**src/rtl/bra_pkg.sv**
```systemverilog
package bra_pkg;

  localparam logic [1:0] SZ_BYTE = 2'd0;
  localparam logic [1:0] SZ_HALF = 2'd1;
  localparam logic [1:0] SZ_WORD = 2'd2;

  localparam logic [1:0] IDX_CTRL    = 2'd0;
  localparam logic [1:0] IDX_ABTADDR = 2'd1;
  localparam logic [1:0] IDX_ABTSTAT = 2'd2;

  localparam int unsigned ST_SIZE_LSB = 0;
  localparam int unsigned ST_KIND_LSB = 2;
  localparam int unsigned ST_UNDEF    = 8;
  localparam int unsigned ST_MISAL    = 9;

  function automatic logic is_misaligned(input logic [1:0] lo, input logic [1:0] sz);
    logic r;
    case (sz)
      SZ_BYTE: r = 1'b0;
      SZ_HALF: r = lo[0];
      default: r = |lo;
    endcase
    return r;
  endfunction

  function automatic logic [31:0] pack_status(input logic [1:0] sz, input logic [1:0] kd,
                                              input logic undef, input logic misal);
    logic [31:0] w;
    w = '0;
    w[ST_SIZE_LSB +: 2] = sz;
    w[ST_KIND_LSB +: 2] = kd;
    w[ST_UNDEF] = undef;
    w[ST_MISAL] = misal;
    return w;
  endfunction

endpackage

```
**src/rtl/bra_addr_decode.sv**
```systemverilog
module bra_addr_decode #(
  parameter int unsigned ADDR_W      = 32,
  parameter int unsigned REGION_BITS = 20,
  parameter int unsigned SPACE_BITS  = 28,
  parameter int unsigned N_DEFINED   = 5,
  localparam int unsigned N_TARGETS  = N_DEFINED - 1,
  localparam int unsigned RIDX_W     = SPACE_BITS - REGION_BITS,
  localparam int unsigned TIDX_W     = (N_TARGETS > 1) ? $clog2(N_TARGETS) : 1
) (
  input  logic                   valid,
  input  logic [ADDR_W-1:0]      addr,
  input  logic [1:0]             size,
  input  logic                   remap,
  output logic [N_TARGETS-1:0]   sel,
  output logic [REGION_BITS-1:0] offset,
  output logic                   ev_undef,
  output logic                   ev_misalign
);
  import bra_pkg::*;

  logic              in_space;
  logic [RIDX_W-1:0] ridx;
  logic              defined;
  logic              misal;
  logic [RIDX_W-1:0] ridx_m1;
  logic [TIDX_W-1:0] tidx;
  logic              hit;

  assign in_space = (addr[ADDR_W-1:SPACE_BITS] == '0);
  assign ridx     = addr[SPACE_BITS-1:REGION_BITS];
  assign defined  = (ridx < RIDX_W'(N_DEFINED));
  assign misal    = is_misaligned(addr[1:0], size);
  assign ridx_m1  = ridx - RIDX_W'(1);

  always_comb begin
    if (ridx == '0) tidx = remap ? TIDX_W'(1) : TIDX_W'(0);
    else            tidx = ridx_m1[TIDX_W-1:0];
  end

  assign ev_undef    = valid && in_space && !defined;
  assign ev_misalign = valid && in_space && misal;
  assign hit         = valid && in_space && defined && !misal;
  assign offset      = addr[REGION_BITS-1:0];

  for (genvar t = 0; t < N_TARGETS; t++) begin : g_sel
    assign sel[t] = hit && (tidx == TIDX_W'(t));
  end

endmodule

```
**src/rtl/bra_remap_ctl.sv**
```systemverilog
module bra_remap_ctl (
  input  logic clk,
  input  logic rst_n,
  input  logic toggle,
  output logic remap
);
  always_ff @(posedge clk or negedge rst_n) begin
    if (!rst_n)      remap <= 1'b0;
    else if (toggle) remap <= ~remap;
  end
endmodule

```
**src/rtl/bra_abort_log.sv**
```systemverilog
module bra_abort_log #(
  parameter int unsigned ADDR_W = 32
) (
  input  logic              clk,
  input  logic              rst_n,
  input  logic              ev_undef,
  input  logic              ev_misalign,
  input  logic [ADDR_W-1:0] addr,
  input  logic [1:0]        size,
  input  logic [1:0]        kind,
  input  logic              clr,
  output logic [ADDR_W-1:0] abt_addr,
  output logic [1:0]        abt_size,
  output logic [1:0]        abt_kind,
  output logic              flag_undef,
  output logic              flag_mis
);
  logic ev_any;
  assign ev_any = ev_undef || ev_misalign;

  always_ff @(posedge clk or negedge rst_n) begin
    if (!rst_n) begin
      abt_addr <= '0;
      abt_size <= '0;
      abt_kind <= '0;
    end else if (ev_any) begin
      abt_addr <= addr;
      abt_size <= size;
      abt_kind <= kind;
    end
  end

  always_ff @(posedge clk or negedge rst_n) begin
    if (!rst_n) begin
      flag_undef <= 1'b0;
      flag_mis   <= 1'b0;
    end else begin
      flag_undef <= ev_undef    || (flag_undef && !clr);
      flag_mis   <= ev_misalign || (flag_mis   && !clr);
    end
  end
endmodule

```
**src/rtl/remap_abort_unit.sv**
```systemverilog
module remap_abort_unit #(
  parameter int unsigned ADDR_W      = 32,
  parameter int unsigned REGION_BITS = 20,
  parameter int unsigned SPACE_BITS  = 28,
  parameter int unsigned N_DEFINED   = 5,
  localparam int unsigned N_TARGETS  = N_DEFINED - 1
) (
  input  logic                   clk,
  input  logic                   rst_n,
  input  logic                   bus_valid,
  input  logic [ADDR_W-1:0]      bus_addr,
  input  logic [1:0]             bus_size,
  input  logic [1:0]             bus_kind,
  output logic [N_TARGETS-1:0]   tgt_sel,
  output logic [REGION_BITS-1:0] tgt_off,
  output logic                   abort_o,
  input  logic                   reg_wr,
  input  logic                   reg_rd,
  input  logic [1:0]             reg_idx,
  input  logic [31:0]            reg_wdata,
  output logic [31:0]            reg_rdata
);
  import bra_pkg::*;

  logic              remap_q;
  logic              toggle_req;
  logic              ev_undef;
  logic              ev_misalign;
  logic              stat_clr;
  logic [ADDR_W-1:0] abt_addr_q;
  logic [1:0]        abt_size_q;
  logic [1:0]        abt_kind_q;
  logic              flag_undef_q;
  logic              flag_mis_q;

  bra_addr_decode #(
    .ADDR_W(ADDR_W), .REGION_BITS(REGION_BITS),
    .SPACE_BITS(SPACE_BITS), .N_DEFINED(N_DEFINED)
  ) u_dec (
    .valid(bus_valid), .addr(bus_addr), .size(bus_size), .remap(remap_q),
    .sel(tgt_sel), .offset(tgt_off), .ev_undef(ev_undef), .ev_misalign(ev_misalign)
  );

  assign toggle_req = reg_wr && (reg_idx == IDX_CTRL) && reg_wdata[0];
  assign stat_clr   = reg_rd && (reg_idx == IDX_ABTSTAT);
  assign abort_o    = ev_undef || ev_misalign;

  bra_remap_ctl u_remap (
    .clk(clk), .rst_n(rst_n), .toggle(toggle_req), .remap(remap_q)
  );

  bra_abort_log #(.ADDR_W(ADDR_W)) u_log (
    .clk(clk), .rst_n(rst_n),
    .ev_undef(ev_undef), .ev_misalign(ev_misalign),
    .addr(bus_addr), .size(bus_size), .kind(bus_kind), .clr(stat_clr),
    .abt_addr(abt_addr_q), .abt_size(abt_size_q), .abt_kind(abt_kind_q),
    .flag_undef(flag_undef_q), .flag_mis(flag_mis_q)
  );

  always_comb begin
    reg_rdata = '0;
    if (reg_rd) begin
      case (reg_idx)
        IDX_CTRL:    reg_rdata = {31'b0, remap_q};
        IDX_ABTADDR: reg_rdata = 32'(abt_addr_q);
        IDX_ABTSTAT: reg_rdata = pack_status(abt_size_q, abt_kind_q, flag_undef_q, flag_mis_q);
        default:     reg_rdata = '0;
      endcase
    end
  end

endmodule

```
**config.mk**
```make
export PLATFORM = sky130hd
export DESIGN_NAME = remap_abort_unit
export DESIGN_NICKNAME = d
export VERILOG_FILES = /design/src/rtl/bra_pkg.sv /design/src/rtl/bra_addr_decode.sv /design/src/rtl/bra_remap_ctl.sv /design/src/rtl/bra_abort_log.sv /design/src/rtl/remap_abort_unit.sv
export SDC_FILE = /design/constraint.sdc
export NUM_CORES = 1
export LEC_CHECK = 0
export BUFFER_PORTS_ARGS = -buffer_cell sky130_fd_sc_hd__buf_2
export CAP_MARGIN = 20
export CORE_UTILIZATION = 47
export CTS_BUF_LIST = sky130_fd_sc_hd__clkbuf_16
export CTS_CLUSTER_DIAMETER = 100
export CTS_CLUSTER_SIZE = 10
export DETAILED_ROUTE_END_ITERATION = 12
export PLACE_DENSITY = 0.86
export SLEW_MARGIN = 30
export SYNTH_ARGS = -nofsm -noshare
export SYNTH_HDL_FRONTEND = slang
export SYNTH_HIERARCHICAL = 1
export SYNTH_SLANG_ARGS = --single-unit
```
**constraint.sdc**
```tcl
create_clock -name clk -period 2.15 [get_ports clk]
set_clock_uncertainty 0.15 [all_clocks]
set_input_delay 0.1075 -clock clk [delete_from_list [all_inputs] [get_ports clk]]
set_output_delay 0.1075 -clock clk [all_outputs]
set_load 0.05 [all_outputs]
```
Yosys cells after proc, flatten, opt, wreduce, memory -nomap -nowiden
Index checks and enable logic that the tools add are counted.
{"block": "totals", "elab_cells": 46, "output_inout_bits": 57, "in_bits": 75, "ff_bits": 39}
{"block": "classes", "n_reduce_logical": 26, "n_lt_le_gt_ge": 1, "muxes": 5, "bitwise": 1, "eq_ne": 6, "addsub": 1}
{"op": "$pmux 32 s3", "count": 1}
{"op": "$mux 32", "count": 1}
{"op": "$logic_and 1x1->1", "count": 14}
{"op": "$logic_not 8->1", "count": 1}
{"op": "$lt 8x3->1 const B", "count": 1}
{"op": "$eq 2x1->1 const B", "count": 3}
{"op": "$eq 2x2->1 const B", "count": 3}
{"op": "$logic_not 2->1", "count": 3}
{"op": "$logic_not 4->1", "count": 1}
{"op": "$logic_not 1->1", "count": 3}
{"op": "$logic_or 1x1->1", "count": 3}
{"op": "$mux 2", "count": 1}
{"op": "$pmux 1 s2", "count": 1}
{"op": "$reduce_or 2->1", "count": 1}
{"op": "$sub 2x1->2 const B", "count": 1}
{"op": "$mux 1", "count": 1}
{"op": "$not 1->1", "count": 1}

Logic depth before layout (Yosys ltp)
Gate-level depths: netlist of the first run.
{"block": "depth", "ltp_word": 5, "depth_mapped": 8, "depth_no_buf": 7}

Hierarchy
The synthesis of the first run kept the hierarchy.
{"mod": "bra_abort_log", "n_inst": 1, "seq_area_each_um2": 950.9, "cells_per_inst": 81, "area_each_um2": 1431.4}
{"mod": "bra_addr_decode", "n_inst": 1, "seq_area_each_um2": 0.0, "cells_per_inst": 45, "area_each_um2": 360.3}
{"mod": "remap_abort_unit", "n_inst": 1, "seq_area_each_um2": 0.0, "cells_per_inst": 52, "area_each_um2": 356.6}
{"mod": "bra_remap_ctl", "n_inst": 1, "seq_area_each_um2": 25.0, "cells_per_inst": 2, "area_each_um2": 33.8}

Worst setup path before layout of the first run
Ideal clock, no wire load.
{"block": "synth_timing", "kind": "input -> output", "startpoint": "input bus_addr[27]", "endpoint": "output tgt_sel[2]", "cell_stages": 4, "path_buffers": 0, "path_slack_ps": -219, "t_required_ps": 1893, "arrival_ps": 2111, "path_cell_list": "or3_4 > a2111oi_4 > nand2_2 > nor3_1"}
{"block": "synth_via", "elab_chain_len": 4, "elab_cells_between_ends": 7, "classes_between": "order compare (1); eq/ne (1); mux (1); reduce/logical (4)"}
{"element": "from (decl)", "line": "remap_abort_unit.sv:11", "rtl": "input logic [ADDR_W-1:0] bus_addr,"}
{"element": "$lt 8x3->1 or $logic_not 8->1 (tied branches)", "line": "bra_addr_decode.sv:31, bra_addr_decode.sv:36"}
{"element": "$logic_and 1x1->1 or $mux 2 (tied branches)", "line": "bra_addr_decode.sv:42, bra_addr_decode.sv:36"}
{"element": "$logic_and 1x1->1 or $eq 2x2->1 (tied branches)", "line": "bra_addr_decode.sv:42, bra_addr_decode.sv:46"}
{"element": "$logic_and 1x1->1 *", "line": "bra_addr_decode.sv:46", "rtl": "assign sel[t] = hit && (tidx == TIDX_W'(t));"}
{"element": "to (decl)", "line": "remap_abort_unit.sv:14", "rtl": "output logic [N_TARGETS-1:0] tgt_sel,"}
Every way passes the cells marked *; elsewhere a longest branch is shown, timed or not.

Worst setup path after layout of the first run
{"block": "layout_timing", "startpoint": "input bus_addr[20]", "endpoint": "output tgt_sel[1]"}
{"block": "layout_via", "elab_chain_len": 4, "elab_cells_between_ends": 8, "classes_between": "add/sub (1); order compare (1); eq/ne (1); mux (1); reduce/logical (4)"}
{"element": "$lt 8x3->1, or another cell as far along", "line": "bra_addr_decode.sv:31", "rtl": "assign defined = (ridx < RIDX_W'(N_DEFINED));"}
{"element": "$logic_and 1x1->1 or $mux 2 (tied branches)", "line": "bra_addr_decode.sv:42, bra_addr_decode.sv:36"}
{"element": "$logic_and 1x1->1 or $eq 2x1->1 (tied branches)", "line": "bra_addr_decode.sv:42, bra_addr_decode.sv:46"}
{"element": "$logic_and 1x1->1 *", "line": "bra_addr_decode.sv:46"}
Marks and branches as above.

==> summary.md, run 1 <==
| Metric | Value |
|---|---|
| Status | `finished clean` |
| Gr ovfl total | `0` |
| Cells after synthesis | `180` |
| Final period utilization | `0.977` |
| Area of the die | `4920 µm²` |
| PwrDens | `759 nW/µm²` |
| CTS Buf Count | `5` |
| CTS tree | `built` |
| Die W | `70.1 µm` |
| RD Place Congestion | `0.731` |
| Switching portion of total power | `0.304` |
| Antenna Nets Post-Route | `0` |
| CP arrival | `1.84 ns` |
| Drt wl/cell | `14.1 µm` |
| Mapped Area | `2180 µm²` |
| CP Data Required Time | `1.89 ns` |
| TritonRoute pass-1 iters | `2` |
| Async SR Flop Fraction | `1.00` |
| Initial DRC count | `27` |
| Overall power | `2.38 mW` |
| Worst VDD drop | `457 µV` |
| Synth Net Count | `257` |
| # rows | `24` |
| Core Box Area | `4410 µm²` |
| Post-place setup slack | `0.00994 ns` |
| Setup slack after layout | `0.0494 ns` |
| I/O pins | `132` |
| DR vias | `1785` |
| Ant diodes | `0` |
| Fillers | `304` |
| CTS Sinks | `39` |
| Worst-Margin Slew | `0.585 ns` |
| DR DRC count | `0` |
| CTS Buffer Depth | `2` |
| FMAX | `476 MHz` |
| Share of layout cells above drive strength 1 | `0.581` |
| Die H | `70.1 µm` |
| Area of the multi-input gates | `978 µm²` |
| Via-per-instance ratio | `5.03` |
| Register area | `976 µm²` |
| Nets | `379` |
| Detailed placement HPWL | `3.26 mm` |
| Logic pwr share | `0.284` |
| Max_cap viols | `0` |
| Commonest non-fill, non-tap cell in the layout | `buf_2` |
| Synth Flop Type | `dfrtp_1` |
| Port Buf Inserts | `100` |
| Initial antenna violation count | `0` |
| Mean Syn Cell Area | `12.1 µm²` |
| Syn-to-layout area delta | `43.6%` |
| Critical-path maximum fanout | `2` |
| Power share of the clock group | `0.282` |
| Crit path launch type | `input port` |
| EDFF count, synth | `0` |
| P_sw | `0.724 mW` |
| First-pass GRT wire length | `8.18 mm` |
| Drt total wl | `5.01 mm` |
| Initial Utilization | `0.494` |
| Max-slew violations | `0` |
| Total track usage | `0.212` |
| Yosys reg bits | `39` |
| Most frequent cells in the layout | `buf_2, dfrtp_1, dlygate4sd3_1, mux2_2, and3_2` |
| Sequential area share after synthesis | `0.447` |
| CTS H-Tree Depth | `2` |
| Int Power | `1.66 mW` |
| Post-synth top area share | `0.447` |
| Warnings, synthesis | `6` |
| Slew margin rel. | `0.609` |
| Distinct cells, synth | `38` |
| Worst skew pair latency | `0.27 ns` |
| Hold Fails Final Rpt | `0` |
| Type of the tightest min-delay check | `input port to flip-flop` |
| Min Tclk post-route | `2.10 ns` |
| Worst-path clk slew | `0.05 ns` |
| Vias in the first global route | `1847` |
| Top post-synthesis cells by area | `dfrtp_1, mux2_2, buf_4` |
| Leak Pwr | `1.67 nW` |
| Seq pwr share | `0.433` |
| Critical Path End Type | `output port` |
| CTS Root Cell | `clkbuf_16` |
| Crit path kind | `input port to output port` |
| Pin count of the biggest net entering global routing | `40` |
| Final setup fails | `0` |
| Largest area contributor in the synthesized netlist | `dfrtp_1` |
critical path, cell delays in order:
cell and delay [ns]:
buf_2 0.10, inv_1 0.07, ha_1 0.17, or4b_1 0.47
o21ai_0 0.18, o31ai_1 0.13, buf_4 0.16, nor4_4 0.25
buf_6 0.19
Yosys cell counts (2+ instances only):
cell type / instances
ha_1: 2
nor2_1: 2
inv_1: 5
a22oi_1: 5
o21ai_0: 3
dfrtp_1: 39
buf_8: 3
clkbuf_1: 4
and3_1: 9
a21o_1: 3
and3_2: 17
clkbuf_2: 2
nand2_1: 2
mux2_2: 34
and2_1: 2
mux2_1: 2
nor3_1: 2
buf_4: 20
nor2b_1: 5
cell type report:
cell class / instances / area share
clock buffer: 5 / 0.0399
clock inverter: 3 / 0.00359
inverter: 5 / 0.00599
multi-input combinational: 106 / 0.312
sequential: 39 / 0.311
tap: 52 / 0.0208
timing repair buffer: 145 / 0.306
metrics by stage:
stage / hold WS [ns] / util / TNS, ns / area, µm² / cells
4_1_cts: 0.00523 / 0.702 / 0 / 3100 / 353
3_5_place_dp: 0.128 / 0.592 / 0 / 2610 / 310
3_3_place_gp: 0.119 / 0.592 / 0 / 2610 / 310
6_report: 0.00576 / 0.710 / 0 / 3130 / 355
2_1_floorplan: -0.338 / - / 0 / 2200 / 180
5_1_grt: 0.0304 / 0.710 / -0.00205 / 3130 / 355
layer usage:
layer / routed length [µm] / track usage
met1: 1900 / 0.230
met2: 2860 / 0.420
met3: 199 / 0.0361
met4: 48 / 0.0533
met5: 0 / 0
logic make-up (layout without fill, tap and decap cells):
logic type | count (synthesis) | after routing | share of synthesized area
and+or+nand+nor | 52 | 52 | 0.179
DFF | 39 | 39 | 0.447
muxes | 37 | 37 | 0.190
buffers and inverters | 35 | 158 | 0.115
AOI/OAI and AO/OA | 14 | 14 | 0.0528
adders and majority gates | 2 | 2 | 0.0115
xor gates and xnor gates | 1 | 1 | 0.00401
final timing paths:
check                                      to         startpoint  depth (start not counted)  slack, ns
setup / recovery                   tgt_sel[1]       bus_addr[20]                          9       0.05
hold / removal             u_log/abt_addr[22]       bus_addr[22]                          2      0.006
max in group asynchronous  u_log/abt_addr[17]              rst_n                          3       1.29
setup reg to reg            u_log/abt_kind[0]  u_log/abt_kind[0]                          1       1.20
hold reg to reg              u_log/flag_undef   u_log/flag_undef                          1       0.34
min in group asynchronous  u_log/abt_addr[30]              rst_n                          2       0.11
state kept, by name, indices dropped and copies added, names as in the netlist:
register and flops:
u_log/abt_size 2, u_log/flag_mis 1, u_log/abt_addr 32, u_log/flag_undef 1, u_remap/remap 1, u_log/abt_kind 2
power by group through the flow:
stage               combinational, mW  sequential, mW  clock (mW)
CTS                             0.673            1.03       0.693
global route                    0.724            1.06       0.717
detailed placement              0.623            1.05           0
global placement                0.603            1.03           0
finish                          0.676            1.03       0.672
floorplan                       0.496            1.01           0
repair_timing:
| action | CTS | global route |
|---|---|---|
| hold buffers | 35 | 0 |
| endpoints found under the setup margin | 1 | 3 |
| resized for setup | 1 | 3 |
| pin swaps | 0 | 1 |
| endpoints found under the hold margin | 73 | 0 |
| buffers inserted | 0 | 1 |
Power figures use the tool's default switching activity.
==> run 2: changes to the inputs <==
Settings changed: ABC_AREA set to 1, CORE_UTILIZATION 47 to 48.
==> run 2 against run 1 <==
Compared with the run above: the flow now finishes with violations (DRC); first-iteration DRC count grew to 4.4 times the previous value; synthesized cell count is 72% higher; wire length is 14% higher; register-to-register slack better by 0.11 ns; final area is 1.5% higher; total power is 2.1% lower; cell count is 35% higher; clock power is 3% higher; critical path type unchanged; highest routed layer unchanged.
==> summary.md, run 2 <==
| Metric | Value |
|---|---|
| TritonRoute pass-1 iters | `12 (was 2)` |
| # rows | `24 (unchanged)` |
| Top-count cell post-synth | `nand2_1 (was dfrtp_1)` |
| Busiest grt layer | `met2 (unchanged)` |
| Syn-to-layout area delta | `37.8% (was 43.6%)` |
| Last element of the critical path | `tgt_sel[2] (was tgt_sel[1])` |
| Commonest non-fill, non-tap cell in the layout | `buf_2 (unchanged)` |
| Initial DRC count | `120 (was 27)` |
| DR DRC count | `10 (was 0)` |
| Min Tclk post-route | `2.04 ns (was 2.10 ns)` |
| R2R depth | `3 (was 1)` |
| Yosys reg bits | `39 (unchanged)` |
| Setup slack after layout | `0.111 ns (was 0.0494 ns)` |
| Crit path launch type | `input port (unchanged)` |
| DR vias | `2274 (was 1785)` |
| Slew margin rel. | `0.671 (was 0.609)` |
| CTS Sinks | `39 (unchanged)` |
| Hold Fails Final Rpt | `0 (unchanged)` |
| R2r setup slk | `1.31 ns (was 1.20 ns)` |
| Total track usage | `0.233 (was 0.212)` |
| Max FFs per register | `32 (unchanged)` |
| Type of the tightest min-delay check | `input port to flip-flop (unchanged)` |
| Max-slew violations | `0 (unchanged)` |
| Failing checks | `DRC` |
| Async SR Flop Fraction | `1.00 (unchanged)` |
| Initial Utilization | `0.516 (was 0.494)` |
| Reg2reg end | `u_remap/remap (was u_log/abt_kind[0])` |
| CTS Buf Count | `5 (unchanged)` |
| Warnings, synthesis | `6 (unchanged)` |
| I/O pins | `132 (unchanged)` |
| Initial antenna violation count | `0 (unchanged)` |
| Crit path kind | `input port to output port (unchanged)` |
| Synth Flop Type | `dfrtp_1 (unchanged)` |
| Dpl cells | `430 (was 310)` |
| Final setup fails | `0 (unchanged)` |
| Sequential area share after synthesis | `0.423 (was 0.447)` |
| Final period utilization | `0.948 (was 0.977)` |
| Int Power | `1.55 mW (was 1.66 mW)` |
| Post-Layout Cell Count | `479 (was 355)` |
| CP arrival | `1.78 ns (was 1.84 ns)` |
| Post-synth top cells | `nand2_1, inv_1, dfrtp_1 (was dfrtp_1, mux2_2, buf_4)` |
| PwrDens | `732 nW/µm² (was 759 nW/µm²)` |
| Share of layout cells above drive strength 1 | `0.302 (was 0.581)` |
| Top post-synthesis cells by area | `dfrtp_1, nand2_1, inv_1 (was dfrtp_1, mux2_2, buf_4)` |
| Power share of the clock group | `0.297 (was 0.282)` |
| Most frequent cells in the layout | `buf_2, nand2_1, inv_1, dfrtp_1, dlygate4sd3_1 (was buf_2, dfrtp_1, dlygate4sd3_1, mux2_2, and3_2)` |
| CTS tree | `built (unchanged)` |
| Worst-path clk slew | `0.06 ns (was 0.05 ns)` |
| Detailed placement HPWL | `3.42 mm (was 3.26 mm)` |
| Die H | `71.4 µm (was 70.1 µm)` |
| Vias in the first global route | `2189 (was 1847)` |
| Routing usage on met2 | `0.440 (was 0.420)` |
| Distinct cells, synth | `24 (was 38)` |
| Synth Net Count | `386 (was 257)` |
| Status | `finished with violations (was finished clean)` |
| Max_cap viols | `0 (unchanged)` |
| Post-synth top area share | `0.423 (was 0.447)` |
| Switching portion of total power | `0.333 (was 0.304)` |
| Post-place setup slack | `0.283 ns (was 0.00994 ns)` |
| Drt total wl | `5.70 mm (was 5.01 mm)` |
| RSZ-0062 raised after global routing | `false` |
| Nets | `503 (was 379)` |
| Ant diodes | `0 (unchanged)` |
| Critical Path End Type | `output port (unchanged)` |
| Port Buf Inserts | `100 (unchanged)` |
| Met1 Usage GRT | `0.272 (was 0.230)` |
| CTS H-Tree Depth | `2 (unchanged)` |
| Logic pwr share | `0.276 (was 0.284)` |
| Cells after synthesis | `309 (was 180)` |
| RD Place Congestion | `0.725 (was 0.731)` |
| Mean Syn Cell Area | `7.47 µm² (was 12.1 µm²)` |
| Worst skew pair latency | `0.28 ns (was 0.27 ns)` |
| Gr ovfl total | `0 (unchanged)` |
| Pin count of the biggest net entering global routing | `40 (unchanged)` |
| Antenna Nets Post-Route | `0 (unchanged)` |
| GRT met3 Usage | `0.0380 (was 0.0361)` |
| Via-per-instance ratio | `4.75 (was 5.03)` |
| Area of the die | `5090 µm² (was 4920 µm²)` |
| Worst VDD drop | `398 µV (was 457 µV)` |
| Worst-Margin Slew | `0.494 ns (was 0.585 ns)` |
| CTS Buffer Depth | `2 (unchanged)` |
| Largest area contributor in the synthesized netlist | `dfrtp_1 (unchanged)` |
| Setup tns final | `0 ns (unchanged)` |
| Leak Pwr | `1.85 nW (was 1.67 nW)` |
| Largest register by flop count | `u_log/abt_addr (unchanged)` |
| EDFF count, synth | `0 (unchanged)` |
| Core Box Area | `4470 µm² (was 4410 µm²)` |
| Worst Setup SP | `bus_addr[22] (was bus_addr[20])` |
| Critical-path maximum fanout | `3 (was 2)` |
| FMAX | `491 MHz (was 476 MHz)` |
| First-pass GRT wire length | `9.39 mm (was 8.18 mm)` |
| CTS Root Cell | `clkbuf_16 (unchanged)` |
| Seq pwr share | `0.428 (was 0.433)` |
| Die W | `71.4 µm (was 70.1 µm)` |
| CP Data Required Time | `1.89 ns (about the same)` |
| Mapped Area | `2310 µm² (was 2180 µm²)` |
| Largest regs | `u_log/abt_addr x32, u_log/abt_kind x2, u_log/abt_size x2 (unchanged)` |
| P_sw | `0.776 mW (was 0.724 mW)` |
| Drt wl/cell | `11.9 µm (was 14.1 µm)` |
| Reg-to-reg startpoint | `u_remap/remap (was u_log/abt_kind[0])` |
run 2: power groups by stage:
| stage | clock network [mW] | logic [mW] | registers [mW] |
|---|---|---|---|
| after floorplan | 0 | 0.468 | 0.986 |
| after global placement | 0 | 0.566 | 0.999 |
| after detailed placement | 0 | 0.580 | 1.01 |
| after CTS | 0.704 | 0.635 | 0.997 |
| after global routing | 0.743 | 0.708 | 1.02 |
| final | 0.691 | 0.642 | 0.997 |
run 2: layer usage:
layer,share of wire,vias to the layer above
met5,0,-
met4,0.0095,0
met3,0.054,7
met2,0.52,79
met1,0.42,1036
li1,-,1152
run 2: timing repair:
item,4_1_cts,5_1_grt
buffers inserted,0,3
endpoints found under the setup margin,0,3
hold buffers,38,0
endpoints found under the hold margin,76,0
resized for setup,0,2
run 2: cells by family after synthesis:
group                      synth area share
AOI/OAI and AO/OA                     0.118
adders and majority gates            0.0108
buffers and inverters                 0.199
DFF                                   0.423
and+or+nand+nor                       0.249
run 2: worst min path at each step:
stage,depth (start not counted),end,startpoint,slack [ns]
4_1_cts,4,u_remap/remap,reg_idx[1],0.009
6_report,4,u_remap/remap,reg_idx[1],0.02
2_1_floorplan,0,u_log/abt_addr[0],rst_n,-0.34
5_1_grt,5,u_remap/remap,reg_wr,0.04
3_5_place_dp,1,u_log/abt_addr[17],rst_n,0.13
3_3_place_gp,1,u_log/abt_addr[17],rst_n,0.11
run 2: metrics by stage:
step / hold WS, ns / area, µm² / power [mW] / utilization
after floorplan: -0.338 / 2310 / 1.45 / -
after global routing: 0.0437 / 3180 / 2.47 / 0.711
after CTS: 0.00860 / 3140 / 2.34 / 0.702
after global placement: 0.111 / 2630 / 1.56 / 0.587
final: 0.0172 / 3180 / 2.33 / 0.711
after detailed placement: 0.126 / 2630 / 1.59 / 0.587
run 2: cell type report:
| class | count | area, µm² |
|---|---|---|
| clock inverter | 3 | 12.5 |
| clock buffer | 5 | 125 |
| inverter | 45 | 169 |
| sequential | 39 | 976 |
| fill | 368 | 1290 |
| multi-input combinational | 191 | 906 |
| tap | 52 | 65.1 |
| timing repair buffer | 144 | 928 |
run 2: worst max-delay path, cell delays in order:
cell	delay [ns]
dlygate4sd3_1	0.54
buf_2	0.14
a21oi_1	0.31
nand2_2	0.09
nor2_2	0.10
nand3_1	0.11
nor2_1	0.11
buf_2	0.27
==> run 3: changes to the inputs <==
Settings changed: MAX_ROUTING_LAYER set to met4.
==> run 3 against run 2 <==
Compared with the run above: the flow still finishes with violations (DRC); register-to-register slack about the same; cell count unchanged; worst setup slack lost 0.0010 ns; non-clock buffer count did not move; fmax is essentially flat; sequential share of layout area is the same; critical endpoint unchanged; largest power group unchanged.
==> summary.md, run 3 (same netlist as run 2, synthesis figures left out) <==
| Metric | Value |
|---|---|
| Largest register by flop count | `u_log/abt_addr (unchanged)` |
| RD Place Congestion | `0.734 (was 0.725)` |
| Slowest CP cell | `dlygate4sd3_1 (unchanged)` |
| Ant diodes | `0 (unchanged)` |
| Core Box Area | `4470 µm² (unchanged)` |
| Area of the die | `5090 µm² (unchanged)` |
| Max-slew violations | `0 (unchanged)` |
| Fillers | `368 (unchanged)` |
| Critical-path maximum fanout | `3 (unchanged)` |
| Antenna Nets Post-Route | `0 (unchanged)` |
| Hold WS | `0.0234 ns (was 0.0172 ns)` |
| First-pass GRT wire length | `9.39 mm (unchanged)` |
| Largest regs | `u_log/abt_addr x32, u_log/abt_kind x2, u_log/abt_size x2 (unchanged)` |
| Placed cell area | `2630 µm² (unchanged)` |
| RSZ-0062 raised after global routing | `false (unchanged)` |
| Die W | `71.4 µm (unchanged)` |
| Post-place setup slack | `0.283 ns (unchanged)` |
| Worst Setup SP | `bus_addr[22] (unchanged)` |
| Worst-Margin Slew | `0.495 ns (was 0.494 ns)` |
| Status | `finished with violations (unchanged)` |
| Max_cap viols | `0 (unchanged)` |
| Family with the most delay on the worst path | `buffers and inverters (unchanged)` |
| Crit path kind | `input port to output port (unchanged)` |
| Vias in the first global route | `2185 (was 2189)` |
| DR DRC count | `10 (unchanged)` |
| CTS Buf Count | `5 (unchanged)` |
| Detailed placement HPWL | `3.42 mm (unchanged)` |
| Type of the tightest min-delay check | `input port to flip-flop (unchanged)` |
| Slew margin rel. | `0.670 (was 0.671)` |
| Final period utilization | `0.949 (was 0.948)` |
| Initial Utilization | `0.516 (unchanged)` |
| Setup tns final | `0 ns (unchanged)` |
| Syn-to-layout area delta | `37.8% (unchanged)` |
| Failing checks | `DRC (unchanged)` |
| FMAX | `490 MHz (was 491 MHz)` |
| Max FFs per register | `32 (unchanged)` |
| Most frequent cells in the layout | `buf_2, nand2_1, inv_1, dfrtp_1, dlygate4sd3_1 (unchanged)` |
| Hold Fails Final Rpt | `0 (unchanged)` |
| R2r setup slk | `1.31 ns (about the same)` |
| Gr ovfl total | `0 (unchanged)` |
| CP Data Required Time | `1.89 ns (about the same)` |
| PwrDens | `732 nW/µm² (about the same)` |
| CP dominant cell by count | `buf_2 (unchanged)` |
| Pin count of the biggest net entering global routing | `40 (unchanged)` |
| Initial antenna violation count | `0 (unchanged)` |
| CP max stage delay | `0.54 ns (about the same)` |
| Drt wl/cell | `11.9 µm (about the same)` |
| Register area | `976 µm² (unchanged)` |
| Min Tclk post-route | `2.04 ns (about the same)` |
| DR vias | `2285 (was 2274)` |
| Leak Pwr | `1.85 nW (unchanged)` |
| Port Buf Inserts | `100 (unchanged)` |
| Worst-path clk slew | `0.06 ns (about the same)` |
| I/O pins | `132 (unchanged)` |
| Total track usage | `0.241 (was 0.233)` |
| CTS Root Cell | `clkbuf_16 (unchanged)` |
| Min-delay src | `reg_idx[1] (unchanged)` |
| Hold EP | `u_remap/remap (unchanged)` |
| Crit-path cells | `dlygate4sd3_1, buf_2, a21oi_1, nand2_2, nor2_2, nand3_1, nor2_1, buf_2 (unchanged)` |
| Post-route cell area | `3180 µm² (unchanged)` |
| Reg2reg end | `u_remap/remap (unchanged)` |
| # rows | `24 (unchanged)` |
| Worst VDD drop | `398 µV (about the same)` |
| CTS tree | `built (unchanged)` |
| Share of layout cells above drive strength 1 | `0.302 (unchanged)` |
| Die H | `71.4 µm (unchanged)` |
| Worst path bufs/invs | `3 (unchanged)` |
| CP arrival | `1.78 ns (about the same)` |
| Commonest non-fill, non-tap cell in the layout | `buf_2 (unchanged)` |
| Reg-to-reg startpoint | `u_remap/remap (unchanged)` |
| Nets | `503 (unchanged)` |
| Worst skew pair latency | `0.28 ns (about the same)` |
| CTS Buffer Depth | `2 (unchanged)` |
| CTS H-Tree Depth | `2 (unchanged)` |
| TritonRoute pass-1 iters | `9 (was 12)` |
| Drt total wl | `5.71 mm (was 5.70 mm)` |
| Setup slack after layout | `0.110 ns (was 0.111 ns)` |
| Critical Path End Type | `output port (unchanged)` |
| Worst hold path depth | `4 (unchanged)` |
| Initial DRC count | `125 (was 120)` |
| CTS Sinks | `39 (unchanged)` |
| Via-per-instance ratio | `4.77 (was 4.75)` |
| Crit path launch type | `input port (unchanged)` |
| Area of the multi-input gates | `906 µm² (unchanged)` |
| R2R depth | `3 (unchanged)` |
| Final setup fails | `0 (unchanged)` |
## run 3: through the flow
step	util	std cells	total power [mW]
after global routing	0.711	479	2.47
after CTS	0.702	476	2.34
after floorplan	-	309	1.45
final	0.711	479	2.33
after detailed placement	0.587	430	1.59
after global placement	0.587	430	1.56
## run 3: cell type report
class | instances | share of cell area
Clock inverter | 3 | 0.00393
Clock buffer | 5 | 0.0393
Multi-Input combinational cell | 191 | 0.285
Timing Repair Buffer | 144 | 0.292
Sequential cell | 39 | 0.307
Inverter | 45 | 0.0531
Tap cell | 52 | 0.0204
## run 3: worst max path at each step
| stage | end | slack (ns) | cells after the start |
|---|---|---|---|
| final | tgt_sel[2] | 0.11 | 8 |
| after global routing | tgt_sel[3] | 0.007 | 8 |
| after CTS | abort_o | 0.04 | 6 |
| after detailed placement | u_log/abt_addr[4] | 0.28 | 9 |
| after global placement | u_log/abt_kind[0] | 0.31 | 9 |
| after floorplan | reg_rdata[1] | 0.44 | 2 |
## run 3: what timing repair did
item	4_1_cts	5_1_grt
buffers inserted	0	3
setup endpoints to repair	0	3
hold buffers	38	0
endpoints found under the hold margin	76	0
resized for setup	0	2
## run 3: worst reg2reg max path: cells and delay by family, from the launching register on
family                 cells  cell delay, ns
DFF                        1            0.42
buffers and inverters      1            0.06
and+or+nand+nor            2            0.11
## run 3: power breakdown
group,switching (mW),leakage [nW],internal (mW)
registers,0.0912,0.493,0.906
logic,0.414,1.28,0.229
clock network,0.272,0.0762,0.419
## run 3: layer usage
layer  track usage  vias up  part of all wire
li1              -     1155                 -
met1         0.272     1044              0.42
met2         0.440       79              0.51
met3        0.0380        7             0.054
met4        0.0667        0            0.0095
met5             -        -                 0
